==> config.mk <==
export PLATFORM = sky130hd
export DESIGN_NAME = ilen_classifier
export DESIGN_NICKNAME = d
export VERILOG_FILES = /design/src/rtl/ilen_pkg.sv /design/src/rtl/ilen_decode.sv /design/src/rtl/ilen_stage.sv /design/src/rtl/ilen_aligner.sv /design/src/rtl/ilen_classifier.sv
export SDC_FILE = /design/constraint.sdc
export NUM_CORES = 1
export LEC_CHECK = 0
export CORE_ASPECT_RATIO = 1.5
export CORE_MARGIN = 4
export CORE_UTILIZATION = 29
export DETAILED_ROUTE_END_ITERATION = 10
export HOLD_SLACK_MARGIN = 0.08
export MAX_ROUTING_LAYER = met4
export SYNTH_ARGS = -nofsm -noshare
export SYNTH_HDL_FRONTEND = slang
export SYNTH_SLANG_ARGS = --single-unit
==> constraint.sdc <==
create_clock -name clk -period 3.9 [get_ports clk]
set_input_delay 0.78 -clock clk [delete_from_list [all_inputs] [get_ports clk]]
set_output_delay 0.78 -clock clk [all_outputs]
set_load 0.03 [all_outputs]
==> src/rtl/ilen_pkg.sv <==
package ilen_pkg;
  localparam int HW_W  = 16;
  localparam int PAY_W = 11;
  localparam int LEN_W = 4;

  typedef enum logic [2:0] {
    CLS_W32  = 3'd0,
    CLS_C16  = 3'd1,
    CLS_P48  = 3'd2,
    CLS_P64  = 3'd3,
    CLS_VBLK = 3'd4
  } ilen_cls_e;

  // Class from leading halfword; zero opcode row split into four pairs.
  function automatic ilen_cls_e classify(input logic [HW_W-1:0] hw, input logic esc);
    ilen_cls_e c;
    c = CLS_W32;
    if (esc && hw[15:13] == 3'b000) begin
      case (hw[12:11])
        2'b00:   c = CLS_C16;
        2'b01:   c = CLS_P48;
        2'b10:   c = CLS_P64;
        default: c = CLS_VBLK;
      endcase
    end
    return c;
  endfunction

  function automatic logic [LEN_W-1:0] len_of(input ilen_cls_e c);
    logic [LEN_W-1:0] l;
    case (c)
      CLS_C16: l = 4'd2;
      CLS_W32: l = 4'd4;
      CLS_P48: l = 4'd6;
      CLS_P64: l = 4'd8;
      default: l = 4'd0;
    endcase
    return l;
  endfunction
endpackage

==> src/rtl/ilen_decode.sv <==
module ilen_decode
  import ilen_pkg::*;
(
  input  logic [HW_W-1:0]  hw,
  input  logic             esc,
  output ilen_cls_e        cls,
  output logic [LEN_W-1:0] len,
  output logic [PAY_W-1:0] pay
);
  always_comb begin
    cls = classify(hw, esc);
    len = len_of(cls);
    pay = (cls == CLS_W32) ? '0 : hw[PAY_W-1:0];
  end
endmodule

==> src/rtl/ilen_stage.sv <==
module ilen_stage
  import ilen_pkg::*;
(
  input  logic             clk,
  input  logic             rst_n,
  input  logic             in_valid,
  input  ilen_cls_e        in_cls,
  input  logic [LEN_W-1:0] in_len,
  input  logic [PAY_W-1:0] in_pay,
  output logic             out_valid,
  output ilen_cls_e        out_cls,
  output logic [LEN_W-1:0] out_len,
  output logic [PAY_W-1:0] out_pay
);
  always_ff @(posedge clk) begin
    if (!rst_n) begin
      out_valid <= 1'b0;
      out_cls   <= CLS_W32;
      out_len   <= '0;
      out_pay   <= '0;
    end else begin
      out_valid <= in_valid;
      if (in_valid) begin
        out_cls <= in_cls;
        out_len <= in_len;
        out_pay <= in_pay;
      end
    end
  end
endmodule

==> src/rtl/ilen_aligner.sv <==
module ilen_aligner
  import ilen_pkg::*;
#(
  parameter int PTR_W = 16
) (
  input  logic             clk,
  input  logic             rst_n,
  input  logic             adv,
  input  logic [LEN_W-1:0] adv_len,
  input  logic             adv_unknown,
  input  logic             load,
  input  logic [PTR_W-1:0] load_val,
  output logic [PTR_W-1:0] ptr,
  output logic             stall
);
  always_ff @(posedge clk) begin
    if (!rst_n) begin
      ptr   <= '0;
      stall <= 1'b0;
    end else if (load) begin
      ptr   <= load_val;
      stall <= 1'b0;
    end else if (adv && !stall) begin
      if (adv_unknown) stall <= 1'b1;
      else             ptr   <= ptr + PTR_W'(adv_len);
    end
  end
endmodule

==> src/rtl/ilen_classifier.sv <==
module ilen_classifier
  import ilen_pkg::*;
#(
  parameter int PTR_W = 16
) (
  input  logic             clk,
  input  logic             rst_n,
  input  logic             hw_valid,
  input  logic [15:0]      hw_data,
  input  logic             esc_en,
  input  logic             ptr_load,
  input  logic [PTR_W-1:0] ptr_load_val,
  output logic             cls_valid,
  output logic [2:0]       cls_code,
  output logic [3:0]       len_bytes,
  output logic [10:0]      payload,
  output logic [PTR_W-1:0] stream_ptr,
  output logic             unk_len
);
  ilen_cls_e        dec_cls, reg_cls;
  logic [LEN_W-1:0] dec_len;
  logic [PAY_W-1:0] dec_pay;
  logic             vblk_seen;

  ilen_decode u_dec (
    .hw(hw_data), .esc(esc_en), .cls(dec_cls), .len(dec_len), .pay(dec_pay)
  );

  assign vblk_seen = (dec_cls == CLS_VBLK);

  ilen_stage u_stage (
    .clk(clk), .rst_n(rst_n), .in_valid(hw_valid), .in_cls(dec_cls),
    .in_len(dec_len), .in_pay(dec_pay), .out_valid(cls_valid),
    .out_cls(reg_cls), .out_len(len_bytes), .out_pay(payload)
  );

  assign cls_code = reg_cls;

  ilen_aligner #(.PTR_W(PTR_W)) u_align (
    .clk(clk), .rst_n(rst_n), .adv(hw_valid), .adv_len(dec_len),
    .adv_unknown(vblk_seen), .load(ptr_load), .load_val(ptr_load_val),
    .ptr(stream_ptr), .stall(unk_len)
  );
endmodule

After elaboration in Yosys (flattened, before gate mapping)
Index checks and enable logic that the tools add are counted.

word-level totals
  output and inout bits = 36
  flip-flop bits (word level) = 36
  memory bits (writable) = 0
  memories = 0
  latch bits = 0
  word-level logic and storage cells = 32
  memory bits (read-only) = 0

operators by class
  divide/modulo/power cells = 0
  bitwise logic cells = 1
  magnitude comparators = 0
  reductions and logical operators = 10
  multipliers = 0
  shift operators = 0
  multiplexer cells = 7
  add/subtract/negate cells = 1
  equal/unequal tests = 7

operators by type and width
  cell                                                                   number
  16-bit 2-to-1 mux                                                      3
  16-bit by 4-bit adder with 16-bit output                               1
  4-bit case mux with 4 select lines                                     1
  11-bit 2-to-1 mux                                                      1
  3-bit case mux with 3 select lines                                     1
  3-bit by 2-bit equality test with 1-bit output, second input constant  2
  3-bit zero test                                                        2
  2-bit AND reduction                                                    2
  3-bit by 1-bit equality test with 1-bit output, second input constant  1
  3-bit equality test, second input constant                             1
  3-bit 2-to-1 mux                                                       1
  2-bit by 1-bit equality test with 1-bit output, second input constant  1
  2-bit equality test, second input constant                             1
  1-bit logical AND                                                      2
  2-bit zero test                                                        1
  2-bit != test, second input constant                                   1
  2-bit nonzero test                                                     1
  2-bit OR reduction                                                     1
  1-bit zero test                                                        1
  1-bit inverter                                                         1

Logic depth before layout (Yosys ltp)
  depth in word-level cells = 9
  depth in mapped cells = 12
  mapped depth without buffers = 11

Modules after synthesis
From an unflattened synthesis, not the netlist that was laid out.

unflattened totals
  cells, all modules = 218
  area total of the unflattened synthesis = 2054.5 µm²

modules (own cells, without submodules)
  module           times used  cells each  seq. area each (µm²)  area an instance (µm²)
  ilen_aligner     1           124         340.3                 1038.5
  ilen_stage       1           59          380.4                 715.7
  ilen_decode      1           34          0.0                   287.8
  ilen_classifier  1           1           0.0                   12.5

Least setup slack after synthesis
No wires, ideal clock.

  path type = input port to flip-flop
  from = input hw_data[15]
  to = register u_align.ptr[13]
  arrival = 3399 ps
  setup slack = 426 ps
  required time = 3826 ps
  library setup time = 74 ps
  stages = 11
  path through = or4b_1 buf_4 nor4b_2 ha_1 inv_1 fa_1 nor2b_1 o22ai_2 buf_4 or4_1 a31oi_1

between the ends
  cells in the longest elaborated chain, start to end = 9
  elaborated cells between the ends (all ways) = 15
  classes of those cells = add/sub (1); eq/ne (5); mux (5); reduce/logical (4)

RTL lines
  what                                                                          line                   RTL
  start, declared                                                               ilen_classifier.sv:9   input logic [15:0] hw_data,
  3-bit zero test (*)                                                           ilen_pkg.sv:18         if (esc && hw[15:13] == 3'b000) begin
  1-bit logical AND (*)                                                         ilen_pkg.sv:18
  3-bit 2-to-1 mux (*)                                                          ilen_pkg.sv:18
  3-bit by 2-bit equality test with 1-bit output, or another cell as far along  ilen_pkg.sv:31         case (c)
  4-bit case mux with 4 select lines (*)                                        ilen_pkg.sv:31
  named net dec_len[1]                                                          ilen_classifier.sv:21  logic [LEN_W-1:0] dec_len;
  16-bit by 4-bit adder with 16-bit output (*)                                  ilen_aligner.sv:25     else ptr <= ptr + PTR_W'(adv_len);
  16-bit 2-to-1 mux (*)                                                         ilen_aligner.sv:24     if (adv_unknown) stall <= 1'b1;
  16-bit 2-to-1 mux (*)                                                         ilen_aligner.sv:23     end else if (adv && !stall) begin
  16-bit 2-to-1 mux (*)                                                         ilen_aligner.sv:20     end else if (load) begin
  end signal, assigned                                                          ilen_aligner.sv:21     ptr <= load_val;
  end signal, assigned                                                          ilen_aligner.sv:25
  end, declared                                                                 ilen_aligner.sv:13     output logic [PTR_W-1:0] ptr,

Mark *: on every way through the listed nets, which the timed path passes. The rest lies on a longest branch. The select of a mux whose other input is x is not followed.
A chain may end at the register's enable or synchronous reset.

Final worst setup path
Same ends and word-level chain as after synthesis.

==> impl_metrics.tcl <==
set metrics [dict create \
    r2r-start "u_align.ptr[1]" \
    antennaDiodeCount 0 \
    startpoint "hw_data[15]" \
    track_usage_pct 13.6 \
    netlist-cell-type-count 43 \
    synth.net_count 258 \
    cts.sinks 35 \
    cts_hold_buf 0 \
    start_kind "input pin" \
    drt.antenna.violating_nets 0 \
    r2r_slack_ps 1780 \
    max_slew_margin_pct 29.3 \
    synth_edf_count 0 \
    initial_utilization_pct 30.2 \
    final_cell_mix "clkdlybuf4s50_1, dfxtp_1, nor2b_1, o21ai_0" \
    totalWireLength_um 4960 \
    num_rows 35 \
    tightest_slew_ps 1060 \
    die_height_um 106 \
    grt_max_degree 36 \
    synth-adder-area-share_pct 5.10 \
    seq_area_um2 701 \
    fin_util_pct 44.2 \
    critPathKind "in -> reg" \
    place_worst_setup_slack_ps -19.1 \
    area_delta_synth_final_pct 46.4 \
    finalNetCount 328 \
    synthXorXnorAreaFrac_pct 0.470 \
    report.final.slew_viol_count 0 \
    drt_iter0_drc 60 \
    grt_pass1_wl_um 8250 \
    drv_cap 0 \
    hp-class "reg -> reg" \
    place_area_um2 2640 \
    clock_path_buffers 2 \
    status "finished clean" \
    root_buffer "clkbuf_8" \
    ir_worst_vdd_v 0.000162 \
    avgSynthCellArea_um2 8.71 \
    io_buffer_count 71 \
    syn_area_um2 1860 \
    grt_pass1_vias 1786 \
    endpoint_kind "flop" \
    yosysWarningCount 0 \
    synth_cells 214 \
    dr.pass1.iters 4 \
    clk_pin_slew_ps 70 \
    skew_ps 2.08 \
    pin_count 73 \
    drc 0 \
    post_cts_buffers 0 \
    hpwl_um 3760 \
    hold_viol 0 \
    stdcell_area_um2 2730 \
    synth_top_family_by_area "simple AND/OR/NAND/NOR gates" \
    muxShareOfSynthArea_pct 2.42 \
    vias_per_cell 4.97 \
    power.total_w 0.000813 \
    cts_made_buffers 5 \
    ys_seq_area_share_pct 37.6 \
    finalSetupViolCount 0 \
    fin_crit_ps 3610 \
    core_region_area_um2 6170 \
    overflow 0 \
    setup_tns_ps 0 \
    synthSimpleGateAreaFrac_pct 27.3 \
    die_w_um 73.4 \
    p_leak_nw 0.949 \
    power_density_nw_per_um2 298 \
    antenna_found_initial 0 \
    finalWeightedCongestion 0.768 \
    worstPathArrival_ps 3820 \
    synth_compound_area_share_pct 22.2 \
    max_freq_mhz 277 \
    synth_ff_type "dfxtp_1" \
    wl_per_cell_um 13.8 \
    htreeDepth 2 \
    drive_gt1_share_pct 7.72 \
    cts_tree "built" \
    worstPathRequired_ps 4120 \
    post-route-period-util_pct 92.5 \
    ys_seq_elements 35 \
    multi_input_area_um2 1080 \
    clk_latency_ps 280 \
    final_common_cell "clkdlybuf4s50_1" \
    rsz0062_at_grt "no" \
    post_cts_resize_count 0 \
    fillerInstances 634 \
    num_vias 1784 \
    layout_setup_ws_ps 293 \
    path_max_fanout 12 \
    min_from "u_stage.out_len[3]" \
    design.die.area_um2 7800 \
    synthArstFlopShare_pct 0 \
]
cell usage after synthesis, types with 2 or more instances:
master | n | area, um^2
nand2b_1 | 3 | 18.8
and2_1 | 2 | 12.5
nand4_1 | 3 | 18.8
nand2_1 | 13 | 48.8
a31oi_1 | 13 | 81.3
nand3_1 | 6 | 30.0
nor2_1 | 5 | 18.8
or3_1 | 3 | 18.8
o21ai_0 | 15 | 75.1
o31ai_1 | 8 | 60.1
dfxtp_1 | 35 | 701
inv_1 | 7 | 26.3
nor3_1 | 4 | 20.0
o21ai_2 | 2 | 17.5
o21ai_1 | 3 | 15.0
a21boi_0 | 2 | 15.0
buf_4 | 3 | 22.5
a21oi_1 | 12 | 60.1
mux2i_1 | 3 | 30.0
or4_1 | 9 | 67.6
nor4b_2 | 2 | 30.0
nor2b_1 | 26 | 163
clkbuf_1 | 10 | 37.5
ha_1 | 6 | 75.1
cell type report:
class	count	area share (%)
timing repair buffer	76	27.4
clock buffer	5	2.52
tap	74	3.39
clock inverter	3	0.550
multi-input combinational	159	39.4
sequential	35	25.7
inverter	7	0.963
layer usage:
metal,vias to the layer above,GRT usage (%),part of all wire [%]
met2,66,22.5,48
met4,0,4.53,2.0
li1,920,-,-
met1,789,15.5,42
met5,-,-,0
met3,9,3.97,7.3
kinds of logic (layout without fill, tap and decap cells):
group,Yosys count,count (layout)
other cells,1,1
simple gates,83,83
buf+inv,20,91
mux,4,4
flops,35,35
fa+ha+maj,7,7
compound gates,63,63
xor+xnor,1,1
registers in the layout (all words and copies together), names as in the netlist:
signal / flops
u_align.ptr: 16
u_stage.out_pay: 11
u_stage.out_len: 3
u_stage.out_cls: 3
u_stage.out_valid: 1
u_align.stall: 1
final timing paths:
| path | endpoint | cells after the start |
|---|---|---|
| worst min-delay path | u_stage.out_len[3] | 2 |
| worst min register to register | u_stage.out_len[3] | 2 |
| worst max register to register | u_align.ptr[13] | 7 |
| worst max-delay path | u_align.ptr[13] | 10 |
per-stage QoR:
stage	hold WS, ps	cells
global route	513	359
global placement	469	351
floorplan	597	214
CTS	484	359
finish	482	359
detailed placement	471	351
power by group:
| group | internal [W] | switching [W] |
|---|---|---|
| clock | 0.000122 | 0.000131 |
| combinational | 0.0000875 | 0.0000859 |
| sequential | 0.000372 | 0.0000152 |
critical path: stages:
cell and delay [ps]:
clkdlybuf4s50_1 420, or4b_1 570, nor4b_2 320, ha_1 230
inv_1 60, fa_1 390, nor2b_1 150, o22ai_2 190
or4_1 540, a31oi_1 160
(Power assumes the default switching activity.)
